[src/rtl/awd_pkg.sv]
package awd_pkg;
  // page offset of the scratch RAM, and the register slots that need special handling
  localparam int unsigned RAM_OFFSET   = 32'h200;
  localparam int unsigned SLOT_PAGEMAP = 0;
  localparam int unsigned SLOT_MEMMAP  = 7;

  typedef enum logic [1:0] {
    SRC_NONE = 2'd0,
    SRC_REG  = 2'd1,
    SRC_RAM  = 2'd2
  } rd_src_e;
endpackage

[src/rtl/awd_map_regs.sv]
module awd_map_regs #(
  parameter int             DATA_W        = 8,
  parameter int             PAGE_BITS     = 6,
  parameter int             MEM_BITS      = 3,
  parameter logic [7:0]     PAGE_MAP_INIT = 8'h3F,
  parameter logic [7:0]     MEM_MAP_INIT  = 8'h00
) (
  input  logic                 clk,
  input  logic                 rst,
  input  logic                 nv_wen,
  input  logic                 wr_page,
  input  logic                 wr_mem,
  input  logic [DATA_W-1:0]    wdata,
  output logic [PAGE_BITS-1:0] page_base,
  output logic [MEM_BITS-1:0]  mem_base,
  output logic [DATA_W-1:0]    page_rd,
  output logic [DATA_W-1:0]    mem_rd
);
  // array map keeps lock (bit 5), reset flag (bit 3) and window field (low bits)
  localparam logic [DATA_W-1:0] MEM_KEEP =
    DATA_W'(8'h28) | DATA_W'((1 << MEM_BITS) - 1);

  // nonvolatile storage: power-up value only, no reset branch
  logic [PAGE_BITS-1:0] page_q = PAGE_MAP_INIT[PAGE_BITS-1:0];
  logic [DATA_W-1:0]    mem_q  = DATA_W'(MEM_MAP_INIT) & MEM_KEEP;

  always_ff @(posedge clk) begin
    if (nv_wen && wr_page) page_q <= wdata[PAGE_BITS-1:0];
    if (nv_wen && wr_mem)  mem_q  <= wdata & MEM_KEEP;
  end

  assign page_base = page_q;
  assign mem_base  = mem_q[MEM_BITS-1:0];
  assign page_rd   = ~DATA_W'(page_q);
  assign mem_rd    = ~mem_q;

  // without the nonvolatile enable neither map moves
  a_r6_map_locked: assert property (@(posedge clk) disable iff (rst)
    !nv_wen |=> ($stable(page_base) && $stable(mem_rd)));
endmodule

[src/rtl/awd_window_match.sv]
module awd_window_match #(
  parameter int ADDR_W    = 16,
  parameter int PAGE_BITS = 6,
  parameter int MEM_BITS  = 3
) (
  input  logic [ADDR_W-1:0]    addr,
  input  logic [PAGE_BITS-1:0] page_base,
  input  logic [MEM_BITS-1:0]  mem_base,
  output logic                 page_hit,
  output logic                 mem_hit
);
  logic raw_mem;
  always_comb begin
    page_hit = (addr[ADDR_W-1 -: PAGE_BITS] == page_base);
    raw_mem  = (addr[ADDR_W-1 -: MEM_BITS] == mem_base);
    // control page has priority over the array window
    mem_hit  = raw_mem && !page_hit;
  end
endmodule

[src/rtl/awd_gp_regs.sv]
module awd_gp_regs #(
  parameter int DATA_W   = 8,
  parameter int GP_COUNT = 6,
  parameter int IDX_W    = 3
) (
  input  logic              clk,
  input  logic              rst,
  input  logic              we,
  input  logic [IDX_W-1:0]  idx,
  input  logic [DATA_W-1:0] wdata,
  output logic [DATA_W-1:0] rd_data
);
  logic [DATA_W-1:0] regs [GP_COUNT];

  // slot g+1 of the page holds general register g
  for (genvar g = 0; g < GP_COUNT; g++) begin : g_reg
    always_ff @(posedge clk) begin
      if (rst)                               regs[g] <= '0;
      else if (we && idx == IDX_W'(g + 1))   regs[g] <= wdata;
    end
  end

  always_comb begin
    rd_data = '0;
    for (int k = 0; k < GP_COUNT; k++)
      if (idx == IDX_W'(k + 1)) rd_data = regs[k];
  end

  // register contents move only on an enabled write
  a_r8_hold: assert property (@(posedge clk) disable iff (rst)
    !we |=> $stable(regs[0]) && $stable(regs[GP_COUNT-1]));
endmodule

[src/rtl/awd_scratch_ram.sv]
module awd_scratch_ram #(
  parameter int DATA_W = 8,
  parameter int DEPTH  = 16,
  parameter int AW     = $clog2(DEPTH)
) (
  input  logic              clk,
  input  logic              we,
  input  logic [AW-1:0]     addr,
  input  logic [DATA_W-1:0] wdata,
  output logic [DATA_W-1:0] rdata_q
);
  logic [DATA_W-1:0] mem [DEPTH];

  // single port, synchronous read: maps onto a block RAM
  always_ff @(posedge clk) begin
    if (we) mem[addr] <= wdata;
    rdata_q <= mem[addr];
  end
endmodule

[src/rtl/addr_window_decoder.sv]
module addr_window_decoder #(
  parameter int         ADDR_W        = 16,
  parameter int         DATA_W        = 8,
  parameter int         PAGE_BITS     = 6,
  parameter int         MEM_BITS      = 3,
  parameter int         GP_COUNT      = 6,
  parameter int         RAM_DEPTH     = 16,
  parameter logic [7:0] PAGE_MAP_INIT = 8'h3F,
  parameter logic [7:0] MEM_MAP_INIT  = 8'h00
) (
  input  logic              clk,
  input  logic              rst,
  input  logic              bus_en,
  input  logic              bus_we,
  input  logic [15:0]       bus_addr,
  input  logic [DATA_W-1:0] bus_wdata,
  input  logic              nv_wen,
  output logic              reg_sel,
  output logic              mem_sel,
  output logic [DATA_W-1:0] rdata
);
  import awd_pkg::*;

  localparam int OFF_W  = ADDR_W - PAGE_BITS;
  localparam int IDX_W  = 3;
  localparam int STRIDE = 3;                  // 8-byte register spacing
  localparam int RAM_AW = $clog2(RAM_DEPTH);

  logic [OFF_W-1:0]     offset;
  logic [PAGE_BITS-1:0] page_base;
  logic [MEM_BITS-1:0]  mem_base;
  logic [DATA_W-1:0]    page_rd, mem_rd, gp_rd, ram_q, slot_val;
  logic                 page_hit, mem_hit;
  logic                 slot_hit, ram_hit, wr_acc, rd_acc;
  logic [IDX_W-1:0]     slot;

  logic                 reg_sel_q, mem_sel_q;
  logic [DATA_W-1:0]    misc_q;
  rd_src_e              src_q;

  awd_window_match #(.ADDR_W(ADDR_W), .PAGE_BITS(PAGE_BITS), .MEM_BITS(MEM_BITS))
  u_match (
    .addr(bus_addr), .page_base(page_base), .mem_base(mem_base),
    .page_hit(page_hit), .mem_hit(mem_hit)
  );

  // decode of the offset inside the control page
  always_comb begin
    offset   = bus_addr[OFF_W-1:0];
    slot_hit = page_hit && (offset[OFF_W-1:STRIDE+IDX_W] == '0)
                        && (offset[STRIDE-1:0] == '0);
    slot     = offset[STRIDE+IDX_W-1:STRIDE];
    ram_hit  = page_hit && (offset[OFF_W-1:RAM_AW] == OFF_W'(RAM_OFFSET) >> RAM_AW);
    wr_acc   = bus_en && bus_we;
    rd_acc   = bus_en && !bus_we && page_hit;
  end

  awd_map_regs #(
    .DATA_W(DATA_W), .PAGE_BITS(PAGE_BITS), .MEM_BITS(MEM_BITS),
    .PAGE_MAP_INIT(PAGE_MAP_INIT), .MEM_MAP_INIT(MEM_MAP_INIT)
  ) u_maps (
    .clk(clk), .rst(rst), .nv_wen(nv_wen),
    .wr_page(wr_acc && slot_hit && slot == IDX_W'(SLOT_PAGEMAP)),
    .wr_mem (wr_acc && slot_hit && slot == IDX_W'(SLOT_MEMMAP)),
    .wdata(bus_wdata), .page_base(page_base), .mem_base(mem_base),
    .page_rd(page_rd), .mem_rd(mem_rd)
  );

  awd_gp_regs #(.DATA_W(DATA_W), .GP_COUNT(GP_COUNT), .IDX_W(IDX_W)) u_gp (
    .clk(clk), .rst(rst), .we(wr_acc && slot_hit), .idx(slot),
    .wdata(bus_wdata), .rd_data(gp_rd)
  );

  awd_scratch_ram #(.DATA_W(DATA_W), .DEPTH(RAM_DEPTH)) u_ram (
    .clk(clk), .we(wr_acc && ram_hit), .addr(offset[RAM_AW-1:0]),
    .wdata(bus_wdata), .rdata_q(ram_q)
  );

  always_comb begin
    if (!slot_hit)                              slot_val = '0;
    else if (slot == IDX_W'(SLOT_PAGEMAP))      slot_val = page_rd;
    else if (slot == IDX_W'(SLOT_MEMMAP))       slot_val = mem_rd;
    else                                        slot_val = gp_rd;
  end

  always_ff @(posedge clk) begin
    if (rst) begin
      reg_sel_q <= 1'b0;
      mem_sel_q <= 1'b0;
      misc_q    <= '0;
      src_q     <= SRC_NONE;
    end else begin
      reg_sel_q <= bus_en && page_hit;
      mem_sel_q <= bus_en && mem_hit;
      misc_q    <= rd_acc ? slot_val : '0;
      if (!rd_acc)      src_q <= SRC_NONE;
      else if (ram_hit) src_q <= SRC_RAM;
      else              src_q <= SRC_REG;
    end
  end

  assign reg_sel = reg_sel_q;
  assign mem_sel = mem_sel_q;
  assign rdata   = (src_q == SRC_RAM) ? ram_q : misc_q;

  // a matching page address is selected one cycle later
  a_r1_page_sel: assert property (@(posedge clk) disable iff (rst)
    (bus_en && bus_addr[ADDR_W-1 -: PAGE_BITS] == page_base) |=> reg_sel);

  // an array address outside the page is selected one cycle later
  a_r2_mem_sel: assert property (@(posedge clk) disable iff (rst)
    (bus_en && bus_addr[ADDR_W-1 -: MEM_BITS] == mem_base
            && bus_addr[ADDR_W-1 -: PAGE_BITS] != page_base) |=> mem_sel);

  // the two selects never rise together
  a_r3_exclusive: assert property (@(posedge clk) disable iff (rst)
    !(reg_sel && mem_sel));

  // an idle cycle leaves everything quiet
  a_r12_idle: assert property (@(posedge clk) disable iff (rst)
    !bus_en |=> (!reg_sel && !mem_sel && rdata == '0));

  // an offset in the unused middle of the page reads as zero
  a_r10_hole: assert property (@(posedge clk) disable iff (rst)
    (bus_en && !bus_we && bus_addr[ADDR_W-1 -: PAGE_BITS] == page_base
            && bus_addr[9:8] == 2'b01) |=> rdata == '0);
endmodule

[config.mk]
export PLATFORM = sky130hd
export DESIGN_NAME = addr_window_decoder
export DESIGN_NICKNAME = d
export VERILOG_FILES = /design/src/rtl/awd_pkg.sv /design/src/rtl/awd_map_regs.sv /design/src/rtl/awd_window_match.sv /design/src/rtl/awd_gp_regs.sv /design/src/rtl/awd_scratch_ram.sv /design/src/rtl/addr_window_decoder.sv
export SDC_FILE = /design/constraint.sdc
export NUM_CORES = 1
export LEC_CHECK = 0
export ABC_AREA = 1
export BUFFER_PORTS_ARGS = -buffer_cell sky130_fd_sc_hd__buf_2
export CAP_MARGIN = 20
export CELL_PAD_IN_SITES_DETAIL_PLACEMENT = 1
export CELL_PAD_IN_SITES_GLOBAL_PLACEMENT = 1
export CORE_ASPECT_RATIO = 0.9
export CORE_MARGIN = 2
export CORE_UTILIZATION = 50
export CTS_CLUSTER_DIAMETER = 200
export DETAILED_ROUTE_END_ITERATION = 16
export PLACE_DENSITY_LB_ADDON = 0.1
export SYNTH_ARGS = -nofsm -noshare
export SYNTH_HDL_FRONTEND = slang
export SYNTH_SLANG_ARGS = --single-unit
export TNS_END_PERCENT = 50
[constraint.sdc]
create_clock -name clk -period 5.7 [get_ports clk]
set_input_delay 1.71 -clock clk [delete_from_list [all_inputs] [get_ports clk]]
set_output_delay 1.71 -clock clk [all_outputs]
set_load 0.02 [all_outputs]
Word-level counts from Yosys, hierarchy flattened

Memories as Yosys holds them, arrays and structs flattened. A register that Yosys moved wholly into a read port is not among the register bits.
Index checks and enable logic that the tools add are counted.

Register bits: 23
RAM bits: 176
Memories kept: 2
Bits of input ports: 29
Word-level logic and storage cells: 95

Memories:

| memory    | depth | width | read ports | clocked after Yosys merged registers in | write ports | line                  | source |
|---|---|---|---|---|---|---|---|
| u_ram.mem | 16    | 8     | 1          | 1                                       | 1           | awd_scratch_ram.sv:12 | `logic [DATA_W-1:0] mem [DEPTH];` |
| u_gp.regs | 6     | 8     | 6          | 0                                       | 6           | awd_gp_regs.sv:13     | `logic [DATA_W-1:0] regs [GP_COUNT];` |

Multiplexer cells: 38
Bitwise gates (word level): 10
Eq/ne operators: 11
Reductions and logical operators: 28

Operators with widths:

| kind                                                 | count |
|---|---|
| two-way mux 8 bit                                    | 15 |
| two-way mux 1 bit                                    | 22 |
| logical AND 1 bit                                    | 21 |
| inverter 6 -> 8 bit                                  | 2 |
| equality test 3 bit (second input constant)          | 4 |
| equality test 3 x 2 -> 1 bit (second input constant) | 2 |
| equality test 6 bit                                  | 1 |
| equality test 6 bit (second input constant)          | 1 |
| logical NOT 3 bit                                    | 2 |
| bitwise OR 1 bit                                     | 6 |
| logical NOT 4 bit                                    | 1 |
| equality test 3 x 1 -> 1 bit (second input constant) | 1 |
| equality test 3 bit                                  | 1 |
| OR reduction 3 bit                                   | 1 |
| equality test 2 bit (second input constant)          | 1 |
| logical NOT 1 bit                                    | 2 |
| two-way mux 2 bit                                    | 1 |
| inverter 1 bit                                       | 2 |
| OR reduction 2 bit                                   | 1 |

Depth between registers and ports, before layout

Depth after elaboration: 9
Gate-level depth with buffers: 9

Hierarchy

Synthesis repeated with hierarchy kept, for this count alone.

Cells, all modules: 954
Area total of the unflattened synthesis: 9238.9 µm²

Modules (own cells, without submodules):

| module              | sequential area each (µm²) | area each (µm²) | instances | cells each |
|---|---|---|---|---|
| awd_scratch_ram     | 4003.8                     | 5592.9          | 1         | 548 |
| awd_gp_regs         | 1441.4                     | 2222.1          | 1         | 218 |
| addr_window_decoder | 240.2                      | 807.0           | 1         | 113 |
| awd_map_regs        | 330.3                      | 450.4           | 1         | 35 |
| awd_window_match    | 0.0                        | 166.4           | 1         | 40 |

Worst setup path before layout

No wires, ideal clock.

Path type: input -> register
Start: in bus_addr[11]
End: mem u_gp.regs[2][0] (netlist: u_gp.regs[1][0]), enable pin
Cell stages on the path: 9
Data arrival time: 3.223 ns
Library setup time: 0.384 ns
Setup slack: 2.093 ns
Cell sequence: inv_1 nand2_1 nand2_1 nor2_1 nand3_1 nor2_1 clkbuf_1 nand2_1 o21ai_0

RTL lines:

| what            | line                      | source |
|---|---|---|
| start, declared | addr_window_decoder.sv:15 | `input logic [15:0] bus_addr,` |
| end, declared   | awd_gp_regs.sv:13         |  |

Final worst setup path

Start: in bus_addr[5]
End: mem u_ram.mem[10][6], enable pin

Longest elaborated chain between the ends: 5

RTL lines:

| what                                    | line                      | source |
|---|---|---|
| equality test 6 bit                     | addr_window_decoder.sv:53 | `ram_hit = page_hit && (offset[OFF_W-1:RAM_AW] == OFF_W'(RAM_OFFSET) >> RAM_AW);` |
| logical AND 1 bit                       | addr_window_decoder.sv:53 |  |
| logical AND 1 bit                       | addr_window_decoder.sv:75 | `.clk(clk), .we(wr_acc && ram_hit), .addr(offset[RAM_AW-1:0]),` |
| two-way mux 1 bit                       | awd_scratch_ram.sv:16     | `if (we) mem[addr] <= wdata;` |
| two-way mux 1 bit (not written as such) | awd_scratch_ram.sv:16     |  |
| end, declared                           | awd_scratch_ram.sv:12     |  |

Every way passes these cells.

==> metrics.csv <==
stage,metric,value,unit
outcome,status,completed,
placed_design,dpl.hpwl,14400,um
routing,wire_per_inst,22.7,um
power_and_ir_drop,cellPowerDensity,335,mW/mm^2
sta,max_freq,0.259,GHz
power_and_ir_drop,fin_total_pwr,3120,uW
critical_path,path_max_fanout,16,
floorplanning,boundaryPins,39,
global_routing,overflow,0,
power_and_ir_drop,p_int,2460,uW
finish,multi_input_area,0.00198,sq mm
synth,syn_nets,698,
critical_path,arrival,3.97,ns
finish,area_growth_syn_to_layout,13.1,%
worst_hold_path,hold_path_end,misc_q[6]$_SDFF_PP0_,
critical_path,crit_type,in -> reg,
power_and_ir_drop,vdd_drop_max,0.000280,V
routing,drt-total-wl,21300,um
synth,ys_types,19,
clock_tree,root_buffer,clkbuf_16,
job,drv_cap,0,
clock_tree,cts_resized,0,
critical_path,critPathTopFamily,simple AND/OR/NAND/NOR gates,
critical_path,ff2ff_path_depth,7,
power_and_ir_drop,swShare,21.3,%
power_and_ir_drop,p_leak,0.00348,uW
sta,relSlewSlack,44.7,%
sta,layout_setup_ws,1.85,ns
placed_design,dp_slack,1.31,ns
floorplanning,core,0.0161,sq mm
global_routing,grt_pass1_vias,5473,
clock_tree,clk_pin_slew,0.06,ns
sta,setup_viol,0,
power_and_ir_drop,pwr-share-comb,5.0,%
finish,layout.nets,746,
critical_path,slowest_stage,nor2_1,
critical_path,cp.required,5.82,ns
synth,synthCells,669,
finish,ff_latch_area,0.00602,sq mm
placed_design,place_congestion,0.839,
clock_tree,clk_path_buf_depth,3,
floorplanning,num_rows,44,
finish,final_common_cell,edfxtp_1,
critical_path,crit_chain,buf_2 -> clkinv_1 -> nand2_1 -> nor3_1 -> nand2_1 -> nor3_1 -> nand2_1 -> nor2_1,
global_routing,grt_max_degree,35,
sta,post-route-period-util,67.6,%
floorplanning,die_h,126,um
sta,fin_hold_ws,0.549,ns
critical_path,end_kind,flip-flop,
finish,drive_above_1_share,11.9,%
routing,vias,5387,
critical_path,regToRegSetupSlack,2.85,ns
clock_tree,post-cts-setup-buffer-count,0,
clock_tree,clock_latency,0.49,ns
finish,utilization,57.7,%
power_and_ir_drop,clockPowerShare,41.5,%
sta,rsz0062_at_grt,false,
global_routing,grt_pass1_wl,32500,um
floorplanning,chipWidth,139,um
sta,hold_viol,0,
synth,avgSynthCellArea,12.3,sq um
routing,postRouteAntennaNets,0,
power_and_ir_drop,power_switching,664,uW
critical_path,max_stage_delay,0.61,ns
synth,ys_warn_count,0,
critical_path,regToRegStartpoint,u_maps.page_base[1]$_DFFE_PP_,
routing,drtIter0Drc,495,
finish,fillers,1628,
critical_path,reg2reg_to,u_maps.mem_q[3]$_DFFE_PP_,
sta,slew_violations,0,
worst_hold_path,hold_start,u_gp.regs[2][14]$_SDFFCE_PN0P_,
clock_tree,postCtsHoldBufs,0,
synth,synth-seq-cells,207,
routing,vias_per_cell,5.74,
sta,skew,0.00660,ns
worst_hold_path,hold_class,reg -> reg,
worst_hold_path,holdPathStages,4,
clock_tree,cts_tree,done,
global_routing,antenna_found_initial,0,
critical_path,path_buf_inv,2,
sta,fin_crit,3.85,ns
clock_tree,cts_inserted_buffers,21,
critical_path,start_kind,input pin,
clock_tree,clock_sinks,207,
routing,drc_errors,0,
routing,firstDrtPassIters,5,
synth,synth_area,0.00823,sq mm
floorplanning,dieArea,0.0175,sq mm
synth,seq_area_frac_synth,73.1,%
finish,diodes,0,
global_routing,grt_util_all_layers,24.5,%
finish,layout_common_cells,"edfxtp_1, nand2_1, nor2_1, a22oi_1, inv_1",
floorplanning,start_util,51.0,%
critical_path,cp_common_cell,nand2_1,
clock_tree,htree_levels,1,
sta,worst_pin_slew,0.823,ns
placed_design,port_buffers,38,
sta,tns,0,ns
power_and_ir_drop,seq_power_share,53.6,%
## synthesized netlist by cell type
master	count	share of area [%]
dfxtp_1	20	4.9
mux2_2	8	1.1
nor2_1	106	4.8
buf_1	5	0.23
nand4_1	39	3.0
edfxtp_1	187	68
nand2_1	150	6.8
clkinv_1	3	0.14
a21oi_1	1	0.061
nor3_1	6	0.36
nand3_1	10	0.61
inv_1	43	2.0
nor3_2	3	0.36
clkbuf_1	14	0.64
o21ai_0	6	0.36
xnor2_1	2	0.21
xor2_1	1	0.11
nor4_4	1	0.26
a22oi_1	64	5.8
## power groups by stage
stage | Clock (uW) | Combinational (uW) | Sequential [uW]
after detailed placement | 0 | 154 | 1700
after global placement | 0 | 149 | 1700
after global routing | 1370 | 170 | 1670
after CTS | 1310 | 155 | 1670
final | 1290 | 155 | 1670
after floorplan | 0 | 78.1 | 1700
## flip-flops by register name, summed over array words and instances (netlist names)
signal,cells
u_maps.mem_q,5
u_maps.page_base,6
u_ram.rdata_q,8
mem_sel,1
misc_q,8
u_gp.regs,48
reg_sel,1
u_ram.mem,128
src_q,2
## kinds of logic (layout without fill, tap and decap cells)
logic type             Yosys count  count (layout)  synth area share, %
AO/OA/AOI/OAI                   71              71                 6.27
XOR/XNOR                         3               3                0.319
multiplexers                     8               8                 1.09
flip-flops                     207             207                 73.1
buffers and inverters           65             127                 2.97
AND/OR/NAND/NOR                315             315                 16.2
## stage by stage
| step | instance area, sq um | instances |
|---|---|---|
| 6_report | 9300 | 938 |
| 5_1_grt | 9300 | 938 |
| 4_1_cts | 9300 | 938 |
| 3_5_place_dp | 8660 | 901 |
| 3_3_place_gp | 8660 | 901 |
| 2_1_floorplan | 8230 | 669 |
## cell type report
type	count	share of cell area (%)
Multi-Input combinational cell	397	21.2
Clock buffer	29	6.20
Sequential cell	207	64.7
Tap cell	207	2.78
Timing Repair Buffer	44	2.53
Inverter	46	1.86
Clock inverter	8	0.740
## layer usage
layer,GRT usage (%),up-vias,part of all wire [%]
li1,-,2501,-
met3,3.35,36,5.7
met5,0,-,0
met2,38.5,165,45
met4,5.53,0,2.0
met1,36.9,2685,47
## worst max path at each step
stage | startpoint | endpoint | depth (start not counted)
global placement | bus_addr[5] | u_ram.mem[6][5]$_DFFE_PP_ | 8
floorplan | bus_addr[11] | u_gp.regs[1][0]$_SDFFCE_PN0P_ | 9
global route | bus_addr[5] | u_ram.mem[7][4]$_DFFE_PP_ | 8
finish | bus_addr[5] | u_ram.mem[10][6]$_DFFE_PP_ | 8
CTS | bus_addr[5] | u_ram.mem[14][6]$_DFFE_PP_ | 8
detailed placement | bus_addr[5] | u_ram.mem[10][5]$_DFFE_PP_ | 8
## worst reg2reg max path, stage by stage (launching register included)
cell,delay [ns]
edfxtp_1,0.44
nand2_1,0.10
nand2_1,0.06
nor2_1,0.11
nand3_1,0.20
nor2_1,0.67
nand2_1,0.22
nor3_1,0.69
(Power assumes the default switching activity.)
